--- config.mk ---
export PLATFORM = sky130hd
export DESIGN_NAME = masked_vec_irq
export DESIGN_NICKNAME = d
export VERILOG_FILES = /design/src/rtl/masked_vec_irq.sv
export SDC_FILE = /design/constraint.sdc
export NUM_CORES = 1
export LEC_CHECK = 0
export ABC_AREA = 1
export BUFFER_PORTS_ARGS = -buffer_cell sky130_fd_sc_hd__buf_2
export CORE_MARGIN = 5
export CORE_UTILIZATION = 30
export DETAILED_ROUTE_END_ITERATION = 8
export GPL_ROUTABILITY_DRIVEN = 0
export MAX_ROUTING_LAYER = met4
export SLEW_MARGIN = 20
export SYNTH_ARGS = -nofsm -noshare
export SYNTH_HDL_FRONTEND = slang
export SYNTH_SLANG_ARGS = --single-unit
--- constraint.sdc ---
create_clock -name clk -period 14.9 [get_ports clk]
set_input_delay 0 -clock clk [delete_from_list [all_inputs] [get_ports clk]]
set_output_delay 0 -clock clk [all_outputs]
set_load 0.005 [all_outputs]
--- src/rtl/masked_vec_irq.sv ---
module masked_vec_irq #(
  parameter logic [7:0] SHARED_VEC = 8'h30,
  parameter logic [7:0] FIRST_VEC  = 8'h31,
  parameter int         SCAN_BITS  = 31
) (
  input  logic        clk,
  input  logic        rst,
  input  logic [31:0] irq_lines,
  input  logic        wr_en,
  input  logic        rd_en,
  input  logic [2:0]  addr,
  input  logic [31:0] wdata,
  output logic [31:0] rdata,
  output logic        irq_req,
  output logic [7:0]  irq_vec,
  output logic        nmi_out
);
  localparam int W       = 32;
  localparam int NMI_LO  = 30;
  localparam int MASKABLE = NMI_LO - 1;

  logic [W-1:0] mask_q, raw_q, nmi_q;
  logic [W-1:0] mask_d, raw_d, nmi_d, enabled_d, enabled_q;

  assign raw_d     = {{(W-MASKABLE){1'b0}}, irq_lines[NMI_LO-1:1]};
  assign nmi_d     = {irq_lines[W-1:NMI_LO], {NMI_LO{1'b0}}};
  assign mask_d    = (wr_en && addr == 3'd0) ? wdata : mask_q;
  assign enabled_d = raw_d & mask_d;
  assign enabled_q = raw_q & mask_q;

  function automatic logic [7:0] pick_vec(input logic [W-1:0] m);
    int   cnt;
    logic [7:0] idx;
    cnt = 0;
    idx = 8'd0;
    for (int i = 0; i < SCAN_BITS; i++) begin
      if (m[i]) begin
        if (cnt == 0) idx = 8'(i);
        cnt++;
      end
    end
    if (cnt == 0)      pick_vec = 8'h00;
    else if (cnt == 1) pick_vec = FIRST_VEC + idx;
    else               pick_vec = SHARED_VEC;
  endfunction

  always_ff @(posedge clk) begin
    if (rst) begin
      mask_q  <= '0;
      raw_q   <= '0;
      nmi_q   <= '0;
      irq_vec <= '0;
      irq_req <= 1'b0;
      nmi_out <= 1'b0;
    end else begin
      mask_q  <= mask_d;
      raw_q   <= raw_d;
      nmi_q   <= nmi_d;
      irq_vec <= pick_vec(enabled_d);
      irq_req <= |enabled_d[SCAN_BITS-1:0];
      nmi_out <= |nmi_d;
    end
  end

  always_ff @(posedge clk) begin
    if (rst) rdata <= '0;
    else if (rd_en) begin
      case (addr)
        3'd0:    rdata <= mask_q;
        3'd1:    rdata <= raw_q;
        3'd2:    rdata <= enabled_q;
        3'd3:    rdata <= nmi_q;
        default: rdata <= '0;
      endcase
    end
  end

  AST_REQ_MATCHES_VEC: assert property (@(posedge clk) disable iff (rst)
    irq_req == (irq_vec != 8'h00));
  AST_IDLE_VEC: assert property (@(posedge clk) disable iff (rst)
    (enabled_q == '0) |-> (irq_vec == 8'h00 && !irq_req));
  AST_SINGLE_VEC: assert property (@(posedge clk) disable iff (rst)
    ($countones(enabled_q) == 1) |-> (irq_vec >= FIRST_VEC && irq_req));
  AST_MULTI_VEC: assert property (@(posedge clk) disable iff (rst)
    ($countones(enabled_q) > 1) |-> (irq_vec == SHARED_VEC));
  AST_MASK_ONLY_IDX0: assert property (@(posedge clk) disable iff (rst)
    (!$past(rst) && !($past(wr_en) && $past(addr) == 3'd0)) |-> $stable(mask_q));
  AST_NMI_FOLLOWS: assert property (@(posedge clk) disable iff (rst)
    (!$past(rst) && $past(irq_lines[W-1:NMI_LO]) != '0) |-> nmi_out);
  AST_RAW_TOP_ZERO: assert property (@(posedge clk) disable iff (rst)
    raw_q[W-1:MASKABLE] == '0);
endmodule

# Word-level counts from Yosys, hierarchy flattened
# Cells that the tools add are included.
dict set report totals {
  inputBits 71
  n_memories 0
  mem_bits_rw 0
  wordCells 235
  ff_bits 138
  latchBits 0
  romBits 0
  out_inout_bits 42
}
dict set report op_classes {
  mux 150
  n_shift 0
  eq_ne 4
  reduce_logical 37
  mul 0
  div 0
  add_sub_neg 31
  n_lt_le_gt_ge 0
  bitwise 3
}
# operator count
set ops {}
lappend ops {{$mux W32} 62}
lappend ops {{$logic_not A32 Y1} 31}
lappend ops {{$add A32 B2 Y32 const B} 30}
lappend ops {{$mux W8} 85}
lappend ops {{$pmux W32 S4} 1}
lappend ops {{$and A32 B32 Y32} 1}
lappend ops {{$eq A32 B2 Y1 const B} 1}
lappend ops {{$and A29 B31 Y31} 1}
lappend ops {{$reduce_or A31 Y1} 1}
lappend ops {{$add A6 B8 Y8 const A} 1}
lappend ops {{$eq A3 B2 Y1 const B} 2}
lappend ops {{$mux W6} 1}
lappend ops {{$reduce_or A2 Y1} 2}
lappend ops {{$eq A3 B1 Y1 const B} 1}
lappend ops {{$logic_not A3 Y1} 1}
lappend ops {{$reduce_or A3 Y1} 1}
lappend ops {{$logic_and A1 B1 Y1} 1}
lappend ops {{$mux W1} 1}
lappend ops {{$not A1 Y1} 1}

# Logic depth before layout (Yosys ltp)
# Gate-level depths: netlist (run 1).
dict set report logic_depth {
  word_depth 99
  ltp_mapped 116
  mapped_depth_nobuf 110
}

# Worst setup path after synthesis (run 1)
# No wires, ideal clock.
dict set report synth_path {
  path_type {input -> register}
  startpoint {input addr[0]}
  endpoint {register irq_vec[4]}
  cell_stages 108
  required_ps 14844
  n_path_buf 6
  slack_ps -1660
  setup_ps 56
  t_arrival_ps 16504
  path_cell_list {inv_2 -> nand3_4 -> buf_4 -> clkbuf_1 -> clkbuf_1 -> clkbuf_1 -> clkbuf_1 -> clkbuf_1 -> o21ai_0 -> nor2_1 -> inv_1 -> ha_1 -> inv_1 -> nand3_1 -> nand2_2 -> ha_1 -> nand2_1 -> nand2_1 -> [... 72 more ...] -> or2_2 -> o21ai_1 -> inv_1 -> ha_1 -> o21ai_0 -> ha_1 -> nand4_1 -> nand3b_1 -> a21oi_1 -> nand3_2 -> nand2_1 -> inv_2 -> ha_1 -> nand3_1 -> nand2_1 -> nand3_1 -> nand2_1 -> inv_1}
}
dict set report synth_between {
  elab_chain_len 99
  word_cells_on_any_way 215
  cone_classes {31 x add/sub; 1 x eq/ne; 148 x mux; 1 x bitwise; 34 x reduce/logical}
}
# element line_no
set synth_lines {}
lappend synth_lines {{start: declaration} 11} ;# input logic [2:0] addr,
lappend synth_lines {{$logic_not A3 Y1 *} 27} ;# assign mask_d = (wr_en && addr == 3'd0) ? wdata : mask_q;
lappend synth_lines {{$logic_and A1 B1 Y1 *} 27}
lappend synth_lines {{$mux W32 *} 27}
lappend synth_lines {{$and A29 B31 Y31 *} 28} ;# assign enabled_d = raw_d & mask_d;
lappend synth_lines {{parallel branches: the longest is 95 deep, another holds $add A32 B2 Y32} -}
lappend synth_lines {{end signal: assignment} 59} ;# irq_vec <= pick_vec(enabled_d);
lappend synth_lines {{end: declaration} 15} ;# output logic [7:0] irq_vec,
# Mark *: on every way between the ends. The select of a mux whose other input is x is not followed.
# A chain may end at the register's enable or synchronous reset.

# Worst setup path after layout (run 1)
dict set report layout_path {
  startpoint {register mask_q[0]}
  endpoint {register irq_vec[5]}
}
dict set report layout_between {
  elab_chain_len 97
  word_cells_on_any_way 213
  cone_classes {31 x add/sub; 1 x eq/ne; 148 x mux; 1 x bitwise; 32 x reduce/logical}
}
# element line_no
set layout_lines {}
lappend layout_lines {{start: declaration} 22} ;# logic [W-1:0] mask_q, raw_q, nmi_q;
lappend layout_lines {{start signal: assignment} 56} ;# mask_q <= mask_d;
lappend layout_lines {{$mux W32 *} 27}
lappend layout_lines {{$and A29 B31 Y31 *} 28}
lappend layout_lines {{$mux W1 *} 37} ;# if (m[i]) begin
lappend layout_lines {{$mux W32 *} 48} ;# if (rst) begin
lappend layout_lines {{parallel branches: the longest is 93 deep, another holds $add A32 B2 Y32} -}
# Marked as above.

==> results of run 1 <==
[metrics by stage]
stage / cell area [um2] / hold slack [ps] / worst slack (ps)
3_5_place_dp: 12600 / 223 / -209
2_1_floorplan: 11500 / 107 / 14.6
6_report: 13900 / 9.56 / 701
5_1_grt: 13900 / 41.1 / -123
3_3_place_gp: 12600 / 220 / 194
4_1_cts: 13600 / 3.70 / 15.4
[layer usage]
| metal | up-vias | global-route usage (%) | routed length [um] |
|---|---|---|---|
| met5 | - | - | 0 |
| met4 | 0 | 3.00 | 428 |
| met3 | 34 | 2.12 | 1370 |
| met2 | 201 | 27.0 | 15100 |
| met1 | 5363 | 21.3 | 16100 |
| li1 | 6260 | - | - |
[critical path, delay by kind of cell, from the launching register on]
kind	cells	cell delay [ps]
AND/OR/NAND/NOR	51	5350
adder cells (fa/ha/maj)	27	6520
buffers and inverters	11	680
AO/OA/AOI/OAI	11	1250
flip-flops	1	330
[what timing repair did]
| item | in CTS | in global routing |
|---|---|---|
| hold buffers | 60 | 0 |
| pin swaps | 8 | 33 |
| endpoints found under the setup margin | 7 | 7 |
| resized for setup | 3 | 44 |
| endpoints found under the hold margin | 61 | 0 |
| setup buffers | 7 | 18 |
[placed cells by master (no fill, tap or decap), types with 43 or more instances in the layout]
cell type                       Yosys  final
sky130_fd_sc_hd__a21oi_1           48     46
sky130_fd_sc_hd__buf_2              1    109
sky130_fd_sc_hd__buf_4              2     43
sky130_fd_sc_hd__dfxtp_1          104    103
sky130_fd_sc_hd__dlygate4sd3_1      0     60
sky130_fd_sc_hd__inv_1            276    263
sky130_fd_sc_hd__inv_2             37     49
sky130_fd_sc_hd__nand2_1          406    375
sky130_fd_sc_hd__nand2_2          120    137
sky130_fd_sc_hd__nand3_1          163    159
sky130_fd_sc_hd__nand3_2           52     56
sky130_fd_sc_hd__nand4_1           47     47
sky130_fd_sc_hd__nor2_1           244    238
sky130_fd_sc_hd__o21ai_0          100     94
[worst max path at each step]
stage / slack (ps) / cells past startpoint / start / end
4_1_cts: 20 / 102 / mask_q[0] / irq_vec[2]
6_report: 700 / 100 / mask_q[0] / irq_vec[5]
3_5_place_dp: -210 / 104 / addr[1] / irq_vec[2]
2_1_floorplan: 10 / 108 / addr[1] / irq_vec[2]
5_1_grt: -120 / 106 / mask_q[0] / irq_vec[4]
3_3_place_gp: 190 / 102 / addr[1] / irq_vec[2]
[area by class of cell]
cell class | instances | area (um2)
Multi-Input combinational cell | 1405 | 8240
Clock buffer | 9 | 225
Timing Repair Buffer | 212 | 1470
Tap cell | 468 | 586
Clock inverter | 7 | 95.1
Inverter | 318 | 1190
Sequential cell | 104 | 2080
Fill cell | 3872 | 22600
[state kept, by name, summed over array words and instances (netlist names)]
signal	cells
irq_req	1
irq_vec	7
mask_q	32
nmi_out	1
nmi_q	2
raw_q	29
rdata	32
[cell families after synthesis]
kind of cell	share of synthesized area, %
simple gates	53.4
buf+inv	12.0
compound gates	8.46
flops	18.8
fa+ha+maj	6.45
xor+xnor	0.792
other cells	0.0339
[power groups by stage]
stage | combinational [mW] | sequential (mW) | clock [mW]
global placement | 0.344 | 0.301 | 0
global route | 0.474 | 0.296 | 0.279
floorplan | 0.269 | 0.302 | 0
CTS | 0.380 | 0.295 | 0.271
detailed placement | 0.355 | 0.302 | 0
finish | 0.419 | 0.295 | 0.261
==> results by group, run 1 <==
Timing
  – Worst clock skew on the final layout: 11.9 ps
  – Final number of hold-violating endpoints: 0
  – Tightest Pin Transition: 1060 ps
  – Final min period: 14,200 ps
  – Total negative setup slack: 0 ps
  – Final setup violating endpoints: 0
  – FMAX: 70.4 MHz
  – Period utilisation layout: 95.3%
  – Worst rel slew slack: 29.5%
  – Count of pins over their slew limit: 0

Logic synthesis
  – Largest area contributor in the synthesized netlist: sky130_fd_sc_hd__dfxtp_1
  – Synthesized area: 0.0111 mm2
  – Net count after synthesis: 1,989
  – Asr flop ratio synth: 0%
  – Synthesized area per cell: 5.94 um2
  – Ys Warns: 0
  – Yosys top cell area share: 18.8%
  – Number of distinct library cells after synthesis: 49
  – Cell types with the highest counts after synthesis: sky130_fd_sc_hd__nand2_1 (406), sky130_fd_sc_hd__inv_1 (276), sky130_fd_sc_hd__nor2_1 (244)
  – Number of flops mapped to enable cells by yosys: 0
  – Number of storage elements in the synthesis netlist: 104
  – Most numerous cell in the Yosys netlist: sky130_fd_sc_hd__nand2_1
  – Fraction of the yosys area taken by sequential cells: 18.8%
  – Gate count after technology mapping: 1,861
  – Area contributors post-synth: sky130_fd_sc_hd__dfxtp_1 (19%), sky130_fd_sc_hd__nand2_1 (14%), sky130_fd_sc_hd__inv_1 (9.4%), sky130_fd_sc_hd__nor2_1 (8.3%), sky130_fd_sc_hd__nand3_1 (7.4%)
  – Most common flop cell mapped by yosys: sky130_fd_sc_hd__dfxtp_1

Clock network
  – Number of clock sinks: 104
  – TritonCTS buffer count: 9
  – Worst-path clk slew: 80 ps
  – CTS tree: built
  – Number of levels in the clock H-tree: 3
  – Clock root buffer master: sky130_fd_sc_hd__clkbuf_16
  – Worst-skew pair later-pin latency: 370 ps
  – Deepest clock path buffer count: 2

Global route
  – Final global-route overflow total: 0
  – Pin count of the biggest net entering global routing: 96
  – Via count of the first global-routing pass: 11,402
  – Wire length of the first global-routing pass: 54.5 mm
  – Initial antenna violation count: 1
  – GRT Util Overall: 16.2%

Die
  – Num rows: 70
  – Width of the die: 202 um
  – Die height: 202 um
  – Die Footprint: 0.0408 mm2
  – Top-Level Pins: 113
  – Initial core utilization: 30.3%
  – Core Box Area: 0.0365 mm2

Setup path
  – Flop2flop setup slack: 700 ps
  – Reg2reg start: mask_q[0]
  – Worst-path maximum fanout: 4
  – Worst Reg2Reg Path Length in Cells: 100
  – Data arrival time of the critical path: 14,460 ps
  – Library cell contributing the largest single delay on the critical path: sky130_fd_sc_hd__dfxtp_2
  – Crit Reg-Reg Endpoint: irq_vec[5]
  – Sort of element at the start of the critical path: flop
  – Crit-path max cell delay: 330 ps
  – Required time of the critical path: 15,160 ps
  – Sort of element at the end of the critical path: flop
  – Cell seen most often among critical-path stages: sky130_fd_sc_hd__ha_4
  – Worst Setup Path Type: reg -> reg

Status
  – Outcome: completed

Run
  – Max-capacitance violation count: 0

Drt
  – Number of violations reported at the end of detailed-routing iteration 0: 522
  – Antenna Violating Nets Remaining: 0
  – # DRC: 0
  – Final routed wirelength across all metal layers: 33.0 mm
  – Overall via count from detail_route: 11,858
  – Detail-routed via count per cell: 4.70
  – Number of search-and-repair iterations in the first detailed-routing pass: 5
  – Wire per inst: 13.1 um

Placed design
  – Placed cell count: 2,422
  – Total of buffers placed on input and output ports: 110
  – DP HPWL: 25.4 mm

Power and ir drop
  – Cell Int Power: 597 uW
  – Leak pwr: 6.61 nW
  – Overall power consumption: 974 uW
  – Switching power of the nets: 377 uW
  – IR Drop Worst-Case VDD: 0.0461 mV
  – Power per cell area: 70.2 mW/mm2
  – Sw frac: 38.7%
  – Fraction of power consumed by combinational cells: 43.0%
  – Register share of total power: 30.3%
  – Clock power frac: 26.8%

Layout
  – Area grow syn2layout: 25.6%
  – Count of nets after finishing: 2,178
  – Ratio of cells with drive above 1 in the final layout: 27.0%
  – Number of antenna diodes: 0
  – Non-filler instance count after layout: 2,523
  – Fraction of the core area covered by cells at the end of the flow: 38.0%

Worst hold path
  – Worst hold path class: in -> reg
  – Hold Crit Depth: 4
  – Endpoint of the worst hold-timing path: rdata[29]
  – Startpoint of the lowest-slack hold path: addr[2]
No activity file was read; power rests on OpenSTA's default activity.
==> run 2: changes to the inputs <==
==> constraint.sdc (replaced) <==
create_clock -name clk -period 14.9 [get_ports clk]
set_input_delay 2.235 -clock clk [delete_from_list [all_inputs] [get_ports clk]]
set_output_delay 2.235 -clock clk [all_outputs]
set_load 0.005 [all_outputs]
==> run 2 against run 1 <==
Effect of this change: the run now ends with setup timing left; critical path type is now in -> reg; total power rose by 9.8%; final cell count rose by 7.1%; via count rose by 10%; sequential power barely moved; fmax fell by 11%; worst hold slack improved by 450 ps; count of clock-buffer cells in the layout did not move; register-to-register slack improved by 99 ps; clock power fell by 3%; non-clock buffer count rose by 180; worst setup slack got worse by 1800 ps; routed wire length rose by 15%.
==> results by group, run 2 (same netlist as run 1, synthesis figures left out) <==
Setup path
  – Cell seen most often among critical-path stages: sky130_fd_sc_hd__buf_4 (was sky130_fd_sc_hd__ha_4)
  – Crit Reg-Reg Endpoint: irq_vec[2] (was irq_vec[5])
  – Data arrival time of the critical path: 16,300 ps (was 14,460 ps)
  – Library cell contributing the largest single delay on the critical path: sky130_fd_sc_hd__ha_4 (was sky130_fd_sc_hd__dfxtp_2)
  – Flop2flop setup slack: 800 ps (was 700 ps)
  – Crit-path max cell delay: 280 ps (was 330 ps)
  – Worst-path maximum fanout: 6 (was 4)
  – Critical path buffers and inverters: 48 (was 11)
  – Sort of element at the end of the critical path: flop (unchanged)
  – Worst Setup Path Type: in -> reg (was reg -> reg)
  – Required time of the critical path: 15,200 ps (was 15,160 ps)
  – Sort of element at the start of the critical path: input port (was flop)
  – Cell family with the largest share of critical-path delay: simple AND/OR/NAND/NOR gates (was adder cells)
  – Worst Reg2Reg Path Length in Cells: 119 (was 100)
  – Reg2reg start: mask_q[0] (unchanged)

Layout
  – Final design instance area without fill: 0.0171 mm2 (was 0.0139 mm2)
  – Ratio of cells with drive above 1 in the final layout: 44.4% (was 27.0%)
  – Number of antenna diodes: 0 (unchanged)
  – Leading cell types in the layout, fill and taps excluded: sky130_fd_sc_hd__nand2_1 (291), sky130_fd_sc_hd__buf_4 (274), sky130_fd_sc_hd__inv_1 (257), sky130_fd_sc_hd__nor2_1 (204), sky130_fd_sc_hd__nand2_4 (143) (was sky130_fd_sc_hd__nand2_1 (375), sky130_fd_sc_hd__inv_1 (263), sky130_fd_sc_hd__nor2_1 (238), sky130_fd_sc_hd__nand3_1 (159), sky130_fd_sc_hd__nand2_2 (137))
  – Commonest non-fill, non-tap cell in the layout: sky130_fd_sc_hd__nand2_1 (unchanged)
  – Count of nets after finishing: 2,358 (was 2,178)
  – Number of fillers in the final layout: 3,463 (was 3,872)
  – Leading registers by flop count: mask_q x32, rdata x32, raw_q x29 (unchanged)
  – Fraction of the core area covered by cells at the end of the flow: 46.8% (was 38.0%)
  – Area grow syn2layout: 54.5% (was 25.6%)

Global route
  – GRT Util Overall: 16.8% (was 16.2%)
  – Wire length of the first global-routing pass: 56.9 mm (was 54.5 mm)
  – Initial antenna violation count: 1 (unchanged)
  – Via count of the first global-routing pass: 11,919 (was 11,402)
  – Final global-route overflow total: 0 (unchanged)
  – Pin count of the biggest net entering global routing: 87 (was 96)

Placed design
  – Total of buffers placed on input and output ports: 110 (unchanged)
  – Placed Area: 0.0138 mm2 (was 0.0126 mm2)
  – DP HPWL: 26.6 mm (was 25.4 mm)

Clock network
  – TritonCTS buffer count: 9 (unchanged)
  – Clock root buffer master: sky130_fd_sc_hd__clkbuf_16 (unchanged)
  – Hold buffers post-CTS: 0 (was 60)
  – Worst-skew pair later-pin latency: 370 ps (about the same)
  – Worst-path clk slew: 80 ps (about the same)
  – Deepest clock path buffer count: 2 (unchanged)
  – Number of clock sinks: 104 (unchanged)
  – CTS tree: built (unchanged)
  – Number of levels in the clock H-tree: 3 (unchanged)

Worst hold path
  – Startpoint of the lowest-slack hold path: rdata[26] (was addr[2])
  – Hold Crit Depth: 2 (was 4)
  – Worst hold path class: reg -> reg (was in -> reg)
  – Endpoint of the worst hold-timing path: rdata[26] (was rdata[29])

Die
  – Initial core utilization: 30.3% (unchanged)
  – Die Footprint: 0.0408 mm2 (unchanged)
  – Num rows: 70 (unchanged)
  – Width of the die: 202 um (unchanged)
  – Top-Level Pins: 113 (unchanged)
  – Core Box Area: 0.0365 mm2 (unchanged)
  – Die height: 202 um (unchanged)

Drt
  – # DRC: 0 (unchanged)
  – Final routed wirelength across all metal layers: 38.0 mm (was 33.0 mm)
  – Antenna Violating Nets Remaining: 0 (unchanged)
  – Detail-routed via count per cell: 4.83 (was 4.70)
  – Number of violations reported at the end of detailed-routing iteration 0: 645 (was 522)
  – Wire per inst: 14.1 um (was 13.1 um)
  – Overall via count from detail_route: 13,054 (was 11,858)
  – Number of search-and-repair iterations in the first detailed-routing pass: 5 (unchanged)

Timing
  – Total negative setup slack: -7380 ps (was 0 ps)
  – RSZ-0062 raised after global routing: yes
  – FMAX: 62.5 MHz (was 70.4 MHz)
  – Final setup violating endpoints: 7 (was 0)
  – Count of pins over their slew limit: 0 (unchanged)
  – Tightest Pin Transition: 1050 ps (was 1060 ps)
  – Final number of hold-violating endpoints: 0 (unchanged)
  – Final min period: 16,000 ps (was 14,200 ps)
  – Worst clock skew on the final layout: 9.82 ps (was 11.9 ps)
  – Slack of the critical path: -1100 ps (was 701 ps)
  – Period utilisation layout: 107% (was 95.3%)
  – Worst rel slew slack: 29.5% (about the same)

Status
  – Outcome: finished with violations (was completed)
  – Violations in the final reports: setup timing

Power and ir drop
  – Leak pwr: 7.96 nW (was 6.61 nW)
  – IR Drop Worst-Case VDD: 0.0546 mV (was 0.0461 mV)
  – Power per cell area: 62.6 mW/mm2 (was 70.2 mW/mm2)

Run
  – Max-capacitance violation count: 0 (unchanged)
[run 2: where the power goes]
group          internal [mW]  switching (mW)  leakage [nW]
Combinational          0.236           0.286          6.96
Clock                  0.122           0.130         0.153
Sequential             0.291         0.00346         0.851
Total                  0.650           0.420          7.96
[run 2: worst min-delay path, delay by kind of cell (launching register included)]
family          cells  cell delay (ps)
flops               1              310
compound gates      1               50
simple gates        1               60
[run 2: worst max-delay path by stage]
stage	cells after the start	endpoint	from	slack [ps]
after floorplan	108	irq_vec[2]	addr[1]	-1970
after global routing	126	irq_vec[4]	addr[1]	-1640
after detailed placement	102	irq_vec[2]	addr[1]	-1830
after CTS	102	irq_vec[2]	addr[2]	-1100
after global placement	104	irq_vec[2]	addr[1]	-1530
final	121	irq_vec[2]	addr[1]	-1100
[run 2: layer usage]
layer / global-route usage, % / vias up / share of wire, %
met5: - / - / 0
met2: 28.3 / 290 / 50
li1: - / 6636 / -
met3: 1.91 / 80 / 4.0
met1: 21.5 / 6048 / 43
met4: 4.66 / 0 / 2.8
[run 2: repair_timing]
| item | in CTS | in global routing |
|---|---|---|
| setup endpoints to repair | 7 | 7 |
| resized for setup | 22 | 442 |
| endpoints found under the hold margin | 0 | 0 |
| pin swaps | 40 | 173 |
| buffers inserted | 58 | 54 |
[run 2: metrics by stage]
step	instances	worst slack [ps]	power, mW	hold slack (ps)
after floorplan	1861	-1970	0.578	424
after global placement	2576	-1530	0.709	435
after detailed placement	2576	-1830	0.722	452
after CTS	2650	-1100	1.02	465
after global routing	2703	-1640	1.15	486
final	2703	-1100	1.07	464
[run 2: cell type report]
cell class,count,area (um2),share of cell area [%]
Clock buffer,9,225,1.32
Multi-Input combinational cell,1405,10200,59.6
Inverter,318,1200,7.04
Timing Repair Buffer,392,2720,15.9
Sequential cell,104,2080,12.2
Tap cell,468,586,3.43
Clock inverter,7,88.8,0.520
==> run 3: changes to the inputs <==
ABC_AREA = default   (was 1)
CAP_MARGIN = 10   (was default)
SKIP_LAST_GASP = 1   (was default)
==> run 3 against run 2 <==
Effect of this change: highest routed layer unchanged; total power fell by 4.7%; flip-flop and latch count did not move; the flow still finishes with violations (setup timing); cell area fell by 0.69%.
==> results by group, run 3 <==
Timing
  – Worst clock skew on the final layout: 8.88 ps (was 9.82 ps)
  – Final-layout worst hold slack: 460 ps (was 464 ps)
  – FMAX: 50.5 MHz (was 62.5 MHz)
  – Count of pins over their slew limit: 0 (unchanged)
  – Worst rel slew slack: 27.1% (was 29.5%)
  – Slack of the critical path: -4900 ps (was -1100 ps)
  – Final min period: 19,800 ps (was 16,000 ps)
  – RSZ-0062 raised after global routing: yes (unchanged)
  – Tightest Pin Transition: 1090 ps (was 1050 ps)
  – Final number of hold-violating endpoints: 0 (unchanged)
  – Final setup violating endpoints: 7 (unchanged)
  – Period utilisation layout: 133% (was 107%)

Power and ir drop
  – Power per cell area: 60.1 mW/mm2 (was 62.6 mW/mm2)
  – Fraction of power consumed by combinational cells: 46.8% (was 48.8%)
  – IR Drop Worst-Case VDD: 0.0436 mV (was 0.0546 mV)
  – Sw frac: 35.1% (was 39.2%)
  – Register share of total power: 28.9% (was 27.6%)
  – Switching power of the nets: 358 uW (was 420 uW)
  – Overall power consumption: 1.02 mW (was 1.07 mW)
  – Clock power frac: 24.4% (was 23.6%)
  – Leak pwr: 7.37 nW (was 7.96 nW)
  – Cell Int Power: 661 uW (was 650 uW)

Global route
  – Pin count of the biggest net entering global routing: 60 (was 87)
  – Wire length of the first global-routing pass: 66.2 mm (was 56.9 mm)
  – Final global-route overflow total: 0 (unchanged)
  – Via count of the first global-routing pass: 12,685 (was 11,919)
  – GRT Util Overall: 18.8% (was 16.8%)
  – Initial antenna violation count: 1 (unchanged)

Logic synthesis
  – Gate count after technology mapping: 1,580 (was 1,861)
  – Synthesized area: 0.0120 mm2 (was 0.0111 mm2)
  – Number of storage elements in the synthesis netlist: 104 (unchanged)
  – Cell types with the highest counts after synthesis: sky130_fd_sc_hd__nor2_1 (157), sky130_fd_sc_hd__nand2_1 (148), sky130_fd_sc_hd__dfxtp_1 (104) (was sky130_fd_sc_hd__nand2_1 (406), sky130_fd_sc_hd__inv_1 (276), sky130_fd_sc_hd__nor2_1 (244))
  – Yosys top cell area share: 17.4% (was 18.8%)
  – Number of distinct library cells after synthesis: 107 (was 49)
  – Most common flop cell mapped by yosys: sky130_fd_sc_hd__dfxtp_1 (unchanged)
  – Synthesized area per cell: 7.58 um2 (was 5.94 um2)
  – Area contributors post-synth: sky130_fd_sc_hd__dfxtp_1 (17%), sky130_fd_sc_hd__ha_1 (6.0%), sky130_fd_sc_hd__mux2i_1 (5.2%), sky130_fd_sc_hd__nor2_1 (4.9%), sky130_fd_sc_hd__xnor2_1 (4.7%) (was sky130_fd_sc_hd__dfxtp_1 (19%), sky130_fd_sc_hd__nand2_1 (14%), sky130_fd_sc_hd__inv_1 (9.4%), sky130_fd_sc_hd__nor2_1 (8.3%), sky130_fd_sc_hd__nand3_1 (7.4%))
  – Fraction of the yosys area taken by sequential cells: 17.4% (was 18.8%)
  – Net count after synthesis: 1,708 (was 1,989)
  – Most numerous cell in the Yosys netlist: sky130_fd_sc_hd__nor2_1 (was sky130_fd_sc_hd__nand2_1)
  – Ys Warns: 0 (unchanged)
  – Number of flops mapped to enable cells by yosys: 0 (unchanged)
  – Asr flop ratio synth: 0% (unchanged)
  – Largest area contributor in the synthesized netlist: sky130_fd_sc_hd__dfxtp_1 (unchanged)

Worst hold path
  – Worst hold path class: reg -> reg (unchanged)

Clock network
  – Clock root buffer master: sky130_fd_sc_hd__clkbuf_16 (unchanged)
  – Hold buffers post-CTS: 0 (unchanged)
  – CTS tree: built (unchanged)
  – Worst-skew pair later-pin latency: 370 ps (about the same)
  – Number of clock sinks: 104 (unchanged)
  – Number of levels in the clock H-tree: 3 (unchanged)
  – Deepest clock path buffer count: 2 (unchanged)
  – Worst-path clk slew: 70 ps (was 80 ps)
  – TritonCTS buffer count: 9 (unchanged)

Layout
  – Commonest non-fill, non-tap cell in the layout: sky130_fd_sc_hd__buf_4 (was sky130_fd_sc_hd__nand2_1)
  – Ratio of cells with drive above 1 in the final layout: 35.7% (was 44.4%)
  – Leading cell types in the layout, fill and taps excluded: sky130_fd_sc_hd__buf_4 (402), sky130_fd_sc_hd__nor2_1 (147), sky130_fd_sc_hd__nand2_1 (138), sky130_fd_sc_hd__buf_2 (107), sky130_fd_sc_hd__dfxtp_1 (104) (was sky130_fd_sc_hd__nand2_1 (291), sky130_fd_sc_hd__buf_4 (274), sky130_fd_sc_hd__inv_1 (257), sky130_fd_sc_hd__nor2_1 (204), sky130_fd_sc_hd__nand2_4 (143))
  – Count of nets after finishing: 2,165 (was 2,358)
  – Non-filler instance count after layout: 2,568 (was 2,703)
  – Area grow syn2layout: 41.7% (was 54.5%)
  – Leading registers by flop count: mask_q x32, rdata x32, raw_q x29 (unchanged)

Setup path
  – Cell seen most often among critical-path stages: sky130_fd_sc_hd__ha_4 (was sky130_fd_sc_hd__buf_4)
  – Required time of the critical path: 15,200 ps (about the same)
  – Sort of element at the end of the critical path: flop (unchanged)
  – Data arrival time of the critical path: 20,100 ps (was 16,300 ps)
  – Crit-path max cell delay: 400 ps (was 280 ps)
  – Worst Setup Path Type: in -> reg (unchanged)
  – Sort of element at the start of the critical path: input port (unchanged)
  – Critical path buffers and inverters: 12 (was 48)
  – Library cell contributing the largest single delay on the critical path: sky130_fd_sc_hd__nor4b_4 (was sky130_fd_sc_hd__ha_4)
  – Worst-path maximum fanout: 5 (was 6)
  – Cell family with the largest share of critical-path delay: adder cells (was simple AND/OR/NAND/NOR gates)

Drt
  – # DRC: 0 (unchanged)
  – Overall via count from detail_route: 13,387 (was 13,054)
  – Antenna Violating Nets Remaining: 0 (unchanged)
  – Number of search-and-repair iterations in the first detailed-routing pass: 5 (unchanged)
  – Routed metal-1 wirelength: 19.3 mm (was 16.5 mm)
  – Uppermost layer routed: met4 (unchanged)
  – Wire per inst: 16.3 um (was 14.1 um)
  – Final routed wirelength across all metal layers: 41.9 mm (was 38.0 mm)
  – Wire length on met3: 1.96 mm (was 1.51 mm)
  – Number of violations reported at the end of detailed-routing iteration 0: 951 (was 645)
  – Detail-routed via count per cell: 5.21 (was 4.83)
  – Wire length on met2: 19.6 mm (was 18.9 mm)

Placed design
  – Placed cell count: 2,495 (was 2,576)
  – DP HPWL: 33.2 mm (was 26.6 mm)
  – Total of buffers placed on input and output ports: 110 (unchanged)

Die
  – Top-Level Pins: 113 (unchanged)
  – Initial core utilization: 30.2% (was 30.3%)
  – Core Box Area: 0.0396 mm2 (was 0.0365 mm2)
  – Die Footprint: 0.0440 mm2 (was 0.0408 mm2)
  – Num rows: 73 (was 70)
  – Die height: 210 um (was 202 um)
  – Width of the die: 210 um (was 202 um)

Run
  – Max-capacitance violation count: 0 (unchanged)

Status
  – Outcome: finished with violations (unchanged)
  – Violations in the final reports: setup timing (unchanged)
-- run 3: per-layer routing --
layer	up-vias	GRT usage, %
met4	0	5.65
met1	6377	24.6
met2	340	30.8
met5	-	-
li1	6614	-
met3	56	1.66
-- run 3: cell type report --
type,count,area [um2]
fillers,3936,22700
inverters,89,337
diodes,1,2.50
well taps,525,657
clock buffers,11,243
clock inverters,5,53.8
multi-input cells,1320,9980
repair buffers,513,3610
flip-flops and latches,104,2080
-- run 3: power by group through the flow --
stage                     Combinational (mW)  Clock (mW)  Sequential [mW]
after global routing                   0.519       0.263            0.295
final                                  0.477       0.248            0.294
after detailed placement               0.398           0            0.300
after CTS                              0.444       0.257            0.294
after floorplan                        0.247           0            0.300
after global placement                 0.388           0            0.301
-- run 3: final timing paths --
| check | start | endpoint | slack [ps] | cells past startpoint |
|---|---|---|---|---|
| hold / removal | mask_q[29] | mask_q[29] | 460 | 2 |
| hold reg to reg | mask_q[29] | mask_q[29] | 460 | 2 |
| setup / recovery | addr[0] | irq_vec[4] | -4900 | 111 |
| setup reg to reg | mask_q[1] | irq_vec[4] | -2810 | 111 |
-- run 3: what timing repair did --
| item | CTS | global route |
|---|---|---|
| cloned | 0 | 0 |
| pin swaps | 44 | 57 |
| buffers inserted | 50 | 11 |
| resized for setup | 30 | 40 |
| setup endpoints to repair | 7 | 7 |
| hold endpoints to repair | 0 | 0 |
-- run 3: worst register-to-register path, delay by kind of cell, from the launching register on --
| kind | cells | cell delay, ps |
|---|---|---|
| AO/OA/AOI/OAI | 31 | 4380 |
| XOR/XNOR | 1 | 110 |
| adder cells (fa/ha/maj) | 28 | 7300 |
| buffers and inverters | 14 | 1060 |
| flip-flops | 1 | 330 |
| multiplexers | 3 | 660 |
| AND/OR/NAND/NOR | 34 | 3810 |
-- run 3: logic make-up after synthesis --
kind of cell / after synthesis / share of synthesized area (%)
flops: 104 / 17.4
xor+xnor: 122 / 12.6
other cells: 1 / 0.0313
fa+ha+maj: 59 / 6.12
mux: 84 / 7.78
buf+inv: 156 / 5.39
simple gates: 684 / 29.5
compound gates: 370 / 21.2
-- run 3: through the flow --
step           setup TNS (ps)  util [%]  setup slack (ps)  instance area [um2]
4_1_cts                -32080      42.1             -4740                16700
3_3_place_gp           -36260      40.1             -5320                15900
6_report               -33400      42.8             -4900                17000
2_1_floorplan          -41050         -             -6140                12400
5_1_grt                -39720      42.8             -5870                17000
3_5_place_dp           -38930      40.1             -5740                15900
